===== config.mk =====
export PLATFORM = sky130hd
export DESIGN_NAME = regwin_xlate
export DESIGN_NICKNAME = d
export VERILOG_FILES = /design/src/rtl/regwin_pkg.sv /design/src/rtl/regwin_range_dec.sv /design/src/rtl/regwin_win_map.sv /design/src/rtl/regwin_xlate.sv
export SDC_FILE = /design/constraint.sdc
export NUM_CORES = 1
export LEC_CHECK = 0
export ABC_AREA = 1
export BUFFER_PORTS_ARGS = -buffer_cell sky130_fd_sc_hd__buf_2
export CORE_MARGIN = 5
export CORE_UTILIZATION = 50
export DETAILED_ROUTE_END_ITERATION = 10
export PLACE_DENSITY = 0.72
export SYNTH_ARGS = -nofsm -noshare
export SYNTH_HDL_FRONTEND = slang
export SYNTH_HIERARCHICAL = 1
export SYNTH_SLANG_ARGS = --single-unit

===== constraint.sdc =====
create_clock -name vclk -period 13.8
set_input_delay 2.76 -clock vclk [all_inputs]
set_output_delay 2.76 -clock vclk [all_outputs]
set_load 0.05 [all_outputs]

===== src/rtl/regwin_pkg.sv =====
`timescale 1ns/1ps
package regwin_pkg;
  typedef enum logic [1:0] {
    REG_GLOBAL,
    REG_WINDOW,
    REG_MICRO,
    REG_BAD
  } reg_kind_e;

  typedef enum logic [1:0] {
    WIN_CUR,
    WIN_PREV,
    WIN_NEXT
  } win_sel_e;
endpackage


===== src/rtl/regwin_range_dec.sv =====
`timescale 1ns/1ps
module regwin_range_dec
  import regwin_pkg::*;
#(
  parameter int N_ARCH  = 32,
  parameter int N_MICRO = 9,
  parameter int IDX_W   = 7
) (
  input  logic [IDX_W-1:0] idx_i,
  output reg_kind_e        kind_o,
  output win_sel_e         sel_o,
  output logic [IDX_W-1:0] loc_o
);
  localparam logic [IDX_W-1:0] G_TOP   = IDX_W'(8);
  localparam logic [IDX_W-1:0] B_MICRO = IDX_W'(N_ARCH);
  localparam logic [IDX_W-1:0] B_PREV  = IDX_W'(N_ARCH + N_MICRO);
  localparam logic [IDX_W-1:0] B_NEXT  = IDX_W'(2 * N_ARCH + N_MICRO);
  localparam logic [IDX_W-1:0] B_LIMIT = IDX_W'(3 * N_ARCH + N_MICRO);

  always_comb begin
    kind_o = REG_BAD;
    sel_o  = WIN_CUR;
    loc_o  = '0;
    if (idx_i < B_MICRO) begin
      loc_o  = idx_i;
      kind_o = (idx_i < G_TOP) ? REG_GLOBAL : REG_WINDOW;
    end else if (idx_i < B_PREV) begin
      loc_o  = idx_i - B_MICRO;
      kind_o = REG_MICRO;
    end else if (idx_i < B_NEXT) begin
      loc_o  = idx_i - B_PREV;
      kind_o = (loc_o < G_TOP) ? REG_GLOBAL : REG_WINDOW;
      sel_o  = WIN_PREV;
    end else if (idx_i < B_LIMIT) begin
      loc_o  = idx_i - B_NEXT;
      kind_o = (loc_o < G_TOP) ? REG_GLOBAL : REG_WINDOW;
      sel_o  = WIN_NEXT;
    end
  end
endmodule


===== src/rtl/regwin_win_map.sv =====
`timescale 1ns/1ps
module regwin_win_map
  import regwin_pkg::*;
#(
  parameter int N_WIN = 8,
  parameter int IDX_W = 7,
  parameter int CWP_W = 3,
  parameter int OFF_W = 7
) (
  input  logic [IDX_W-1:0] loc_i,
  input  logic [CWP_W-1:0] cwp_i,
  input  win_sel_e         sel_i,
  output logic [OFF_W-1:0] off_o
);
  localparam int WIN_SPAN = N_WIN * 16;
  localparam int WW       = IDX_W + CWP_W + 6;
  localparam logic [CWP_W-1:0] LAST = CWP_W'(N_WIN - 1);

  logic [CWP_W-1:0] eff_cwp;
  logic [WW-1:0]    raw;

  // neighbour window = pointer +/-1 around the ring
  always_comb begin
    unique case (sel_i)
      WIN_PREV: eff_cwp = (cwp_i == '0) ? LAST : cwp_i - CWP_W'(1);
      WIN_NEXT: eff_cwp = (cwp_i == LAST) ? '0 : cwp_i + CWP_W'(1);
      default:  eff_cwp = cwp_i;
    endcase
  end

  // bias by one full ring so the difference stays non-negative
  assign raw   = WW'(loc_i) + WW'(WIN_SPAN) - WW'(8) - (WW'(eff_cwp) << 4);
  assign off_o = OFF_W'(raw % WW'(WIN_SPAN));
endmodule


===== src/rtl/regwin_xlate.sv =====
`timescale 1ns/1ps
module regwin_xlate
  import regwin_pkg::*;
#(
  parameter int N_ARCH  = 32,
  parameter int N_WIN   = 8,
  parameter int MAX_GL  = 3,
  parameter int N_MICRO = 9,
  localparam int N_GLOB    = (MAX_GL + 1) * 8,
  localparam int WIN_SPAN  = N_WIN * 16,
  localparam int N_PHYS    = N_GLOB + WIN_SPAN + N_MICRO,
  localparam int IDX_LIMIT = 3 * N_ARCH + N_MICRO,
  localparam int IDX_W     = $clog2(IDX_LIMIT + 1),
  localparam int PHYS_W    = $clog2(N_PHYS),
  localparam int CWP_W     = (N_WIN > 1) ? $clog2(N_WIN) : 1,
  localparam int GL_W      = (MAX_GL > 0) ? $clog2(MAX_GL + 1) : 1
) (
  input  logic [IDX_W-1:0]  idx_i,
  input  logic [CWP_W-1:0]  cwp_i,
  input  logic [GL_W-1:0]   gl_i,
  output logic [PHYS_W-1:0] phys_o,
  output logic              invalid_o
);
  localparam int OFF_W = $clog2(WIN_SPAN);

  reg_kind_e        kind;
  win_sel_e         sel;
  logic [IDX_W-1:0] loc;
  logic [OFF_W-1:0] off;

  regwin_range_dec #(
    .N_ARCH (N_ARCH),
    .N_MICRO(N_MICRO),
    .IDX_W  (IDX_W)
  ) u_dec (
    .idx_i (idx_i),
    .kind_o(kind),
    .sel_o (sel),
    .loc_o (loc)
  );

  regwin_win_map #(
    .N_WIN(N_WIN),
    .IDX_W(IDX_W),
    .CWP_W(CWP_W),
    .OFF_W(OFF_W)
  ) u_win (
    .loc_i(loc),
    .cwp_i(cwp_i),
    .sel_i(sel),
    .off_o(off)
  );

  always_comb begin
    unique case (kind)
      REG_GLOBAL: phys_o = PHYS_W'({gl_i, loc[2:0]});
      REG_WINDOW: phys_o = PHYS_W'(N_GLOB) + PHYS_W'(off);
      REG_MICRO:  phys_o = PHYS_W'(N_GLOB + WIN_SPAN) + PHYS_W'(loc);
      default:    phys_o = '0;
    endcase
  end

  assign invalid_o = (kind == REG_BAD);
endmodule


-- Word-level counts from Yosys, hierarchy flattened
Index checks and enable logic that the tools add are counted.
- $add $sub $neg: 10
- $lt $le $gt $ge: 7
- equal/unequal tests: 6
- mux-type cells: 19
- reductions and logical operators: 2
- operators with widths (cell ; number):
    7-bit 2-to-1 mux ; 4
    8-bit one-hot mux with 3 select lines ; 1
    7-bit by 4-bit less-than comparator with 1-bit output (second input constant) ; 3
    2-bit 2-to-1 mux ; 8
    7-bit by 6-bit less-than comparator with 1-bit output (second input constant) ; 2
    7-bit less-than comparator (second input constant) ; 2
    7-bit by 6-bit subtractor with 7-bit output (second input constant) ; 2
    6-bit by 7-bit adder with 8-bit output (first input constant) ; 1
    8-bit by 7-bit adder with 8-bit output (first input constant) ; 1
    7-bit by 1-bit adder with 7-bit output (second input constant) ; 1
    7-bit by 4-bit subtractor with 7-bit output (second input constant) ; 1
    7-bit subtractor ; 1
    7-bit subtractor (second input constant) ; 1
    2-bit equality test (second input constant) ; 3
    3-bit 2-to-1 mux ; 2
    3-bit one-hot mux with 2 select lines ; 1
    2-bit by 1-bit equality test with 1-bit output (second input constant) ; 2
    3-bit by 1-bit adder with 3-bit output (second input constant) ; 1
    3-bit equality test (second input constant) ; 1
    3-bit zero test ; 1
    1-bit 2-to-1 mux ; 3
    3-bit by 1-bit subtractor with 3-bit output (second input constant) ; 1
    2-bit zero test ; 1
- register bits after elaboration: 0
- input bits: 12
- output and inout port bits: 9
- word-level logic and storage cells: 44

-- Longest topological paths before layout
- depth in word-level cells: 10
- depth in mapped cells: 26
- depth with buffers taken out: 26

-- Hierarchy
The synthesis kept the hierarchy.
- modules (own cells, without submodules) (module ; times used ; cells each ; area each (µm²) ; sequential area each (µm²)):
    regwin_range_dec ; 1 ; 105 ; 586.8 ; 0.0
    regwin_win_map ; 1 ; 70 ; 449.2 ; 0.0
    regwin_xlate ; 1 ; 38 ; 175.2 ; 0.0

-- Worst setup path before layout
OpenSTA, ideal clock, no wires.
- path kind: input -> output
- start: in idx_i[6]
- end: out phys_o[6]
- data arrival time: 5.915 ns
- required time: 11.040 ns
- slack: 5.125 ns
- stages: 22
- path buffers: 0
- cell sequence: inv_1 ha_1 nand2_2 nand2_4 nand2_4 nor2_1 inv_1 ha_1 a211oi_1 a21oi_1 ha_1 inv_1 ha_1 a21oi_2 o21ai_1 nor2_2 inv_1 nand2_1 nand2_1 ha_1 nand2_1 nand2_1
- elaborated cells between the ends (all ways): 37
- classes of those cells: add/sub: 8; order compare: 7; eq/ne: 4; mux: 17; reduce/logical: 1
- RTL lines (element ; RTL line ; text):
    start, declared ; regwin_xlate.sv:18 ; input logic [IDX_W-1:0] idx_i,
    7-bit less-than comparator ; regwin_range_dec.sv:30 ; end else if (idx_i < B_NEXT) begin
    2-bit 2-to-1 mux ; regwin_range_dec.sv:30 ;
    2-bit 2-to-1 mux ; regwin_range_dec.sv:27 ; end else if (idx_i < B_PREV) begin
    2-bit 2-to-1 mux * ; regwin_range_dec.sv:24 ; if (idx_i < B_MICRO) begin
    via sel[0] ; regwin_xlate.sv:27 ; win_sel_e sel;
    2-bit equality test / 2-bit by 1-bit equality test with 1-bit output (equally long branches) ; regwin_win_map.sv:24 ; unique case (sel_i)
    3-bit one-hot mux with 2 select lines * ; regwin_win_map.sv:24 ;
    7-bit subtractor * ; regwin_win_map.sv:32 ; assign raw = WW'(loc_i) + WW'(WIN_SPAN) - WW'(8) - (WW'(eff_cwp) << 4);
    via off[6] ; regwin_xlate.sv:29 ; logic [OFF_W-1:0] off;
    6-bit by 7-bit adder with 8-bit output * ; regwin_xlate.sv:57 ; REG_WINDOW: phys_o = PHYS_W'(N_GLOB) + PHYS_W'(off);
    8-bit one-hot mux with 3 select lines * ; regwin_xlate.sv:55 ; unique case (kind)
    end, declared ; regwin_xlate.sv:21 ; output logic [PHYS_W-1:0] phys_o,
Mark *: on every way through the listed nets, which the timed path passes. The rest lies on a longest branch.

-- Worst setup path after layout
Same ends and word-level chain as after synthesis.

==> flow_summary.ini <==
[yosys]
synth_area_sq_um = 1210
ys_types = 25
synth_compound_area_share_pct = 12.6
synth-xor-area-share_pct = 4.24
synth-simple-area-share_pct = 49.7
syn-num-nets = 244
synth_warnings = 6
synthAdderAreaFrac_pct = 19.6
synth_top_family_by_area = simple AND/OR/NAND/NOR gates
syn_inst = 213
avgSynthCellArea_sq_um = 5.69
synthMuxAreaShare_pct = 0
yosysSeqAreaShare_pct = 0

[sta]
min_period_over_period_pct = 65.5
tns_ns = 0
maxSlewHeadroom_pct = 62.5
setup_viol = 0
slew_viol_final = 0
worst_pin_slew_ns = 0.559
fmax_ghz = 0.111
rsz0062_at_grt = false
hold_viol = 0
hold_ws_ns = 5.93
layout_min_cycle_time_ns = 9.04

[worst_setup_path]
crit_path_end_kind = output port
path_cells = buf_2 -> inv_1 -> ha_1 -> inv_1 -> nand2_4 -> nor2_1 -> inv_1 -> ha_1 -> a211oi_1 -> a21oi_1 -> ha_1 -> inv_1 -> ha_1 -> a21oi_2 -> o21ai_1 -> nor2_2 -> inv_1 -> nand2_1 -> nand2_1 -> ha_1 -> nand2_1 -> nand2_1 -> buf_2
cp.depth = 23
max_stage_delay_ns = 0.37
crit_fanout = 8
crit_path_start_kind = input pin
critPathTopFamily = adder cells
crit_path_start = idx_i[6]
cp.buffers_inverters = 7
required_ns = 11.04
cp_slowest_cell = ha_1
crit_end = phys_o[6]
cp.arrival_ns = 6.28
crit_type = in2out

[placed_design]
placement.cell_area_sq_um = 1330
hpwl_mm = 2.23
portBuffers = 21
gp_congestion = 0.814

[floorplanning]
rows = 17
fp.coreArea_sq_um = 2250
dieHeight_um = 59.2
io_pins = 21
die_area_sq_um = 3510
start_util_pct = 53.7
die_x_um = 59.2

[grt]
grt-ovfl-total = 0
grt_pass1_vias = 1074
antenna_found_initial = 0
grt_max_degree = 9
grt_pass1_wl_mm = 4.24
grt.total_usage_pct = 14.5

[pwr]
p_per_area_nw_per_um2 = 78.7
p_leak_nw = 0.814
ir_drop_uv = 86.1

[cells_and_area]
seq_area_sq_um = 0
nNetsFinal = 264
clock_buffers = 0
area_delta_synth_final_pct = 9.71
diodes = 0
seq_cell_count = 0
drive_gt1_share_pct = 24.2
final_area_sq_um = 1330
final_cell_mix = nand2_1 (71), inv_1 (33), buf_2 (21)
multiInputGateArea_sq_um = 1040
fillers = 244
layout_commonest_cell = nand2_1

[min_path]
whs_path_depth = 4
hold_path_class = in2out

[clocking]
cts_setup_buffers = 0
cts-resized-gates = 0
hold_buffers = 0

[drt]
drt-initial-drc-count = 47
wl_per_cell_um = 9.74
ant_nets = 0
viasPerCell = 4.91
routed_wl_mm = 2.52
num_vias = 1271
first_pass_iters = 4
drc = 0

[run_status]
status = complete, no violations

[job]
drv_cap = 0
[stage by stage]
| stage | power, W | worst slack, ns | utilization, % | instances |
|---|---|---|---|---|
| after floorplan | 0.0000866 | 5.12 | - | 213 |
| after global placement | 0.000105 | 4.78 | 58.9 | 259 |
| after detailed placement | 0.000105 | 4.75 | 58.9 | 259 |
| after CTS | 0.000106 | 4.75 | 58.9 | 259 |
| after global routing | 0.000118 | 4.42 | 58.9 | 259 |
| final | 0.000105 | 4.76 | 58.9 | 259 |
[worst min path at each step]
stage | start | endpoint | slack (ns)
floorplan | gl_i[0] | phys_o[3] | 5.92
global placement | gl_i[1] | phys_o[4] | 5.93
detailed placement | gl_i[1] | phys_o[4] | 5.93
CTS | gl_i[1] | phys_o[4] | 5.93
global route | gl_i[1] | phys_o[4] | 5.96
finish | gl_i[1] | phys_o[4] | 5.93
[cells in the mapped netlist (2+ instances only)]
cell     instances  area [sq um]
a21oi_2          5          43.8
nand2_1         71           267
nand3_1         18          90.1
nand3_2          2          20.0
xor2_1           4          35.0
inv_1           33           124
inv_2            4          15.0
buf_4            3          22.5
o21ai_0          2          10.0
o21ai_1          7          35.0
nor2_1          13          48.8
ha_1            19           238
nor2_2           5          31.3
a21oi_1          4          20.0
nand2_2          7          43.8
nand2_4          5          56.3
nand4_1          2          12.5
nor2_4           2          22.5
[cells by family (layout without fill, tap and decap cells)]
| kind of cell | Yosys count | after routing |
|---|---|---|
| AOI/OAI and AO/OA | 22 | 22 |
| and+or+nand+nor | 126 | 126 |
| adders and majority gates | 19 | 19 |
| xor gates and xnor gates | 5 | 5 |
| buffers and inverters | 41 | 59 |
[power breakdown]
part           internal [W]  leakage, nW  switching [W]  total (W)
clock                     0            0              0          0
combinational     0.0000328        0.814      0.0000718   0.000105
sequential                0            0              0          0
[layer usage]
layer	global-route usage, %	vias up	wire length [um]
li1	-	700	-
met5	0	-	0
met3	0	2	99
met2	27.5	24	1210
met1	19.2	545	1200
met4	0	0	10
[cell type report]
class                           count  share of cell area (%)
Tap cell                           28                    2.64
Inverter                           38                    10.9
Timing Repair Buffer               21                    7.91
Multi-Input combinational cell    172                    78.5
Note: power is estimated with default switching activity, not from simulation.
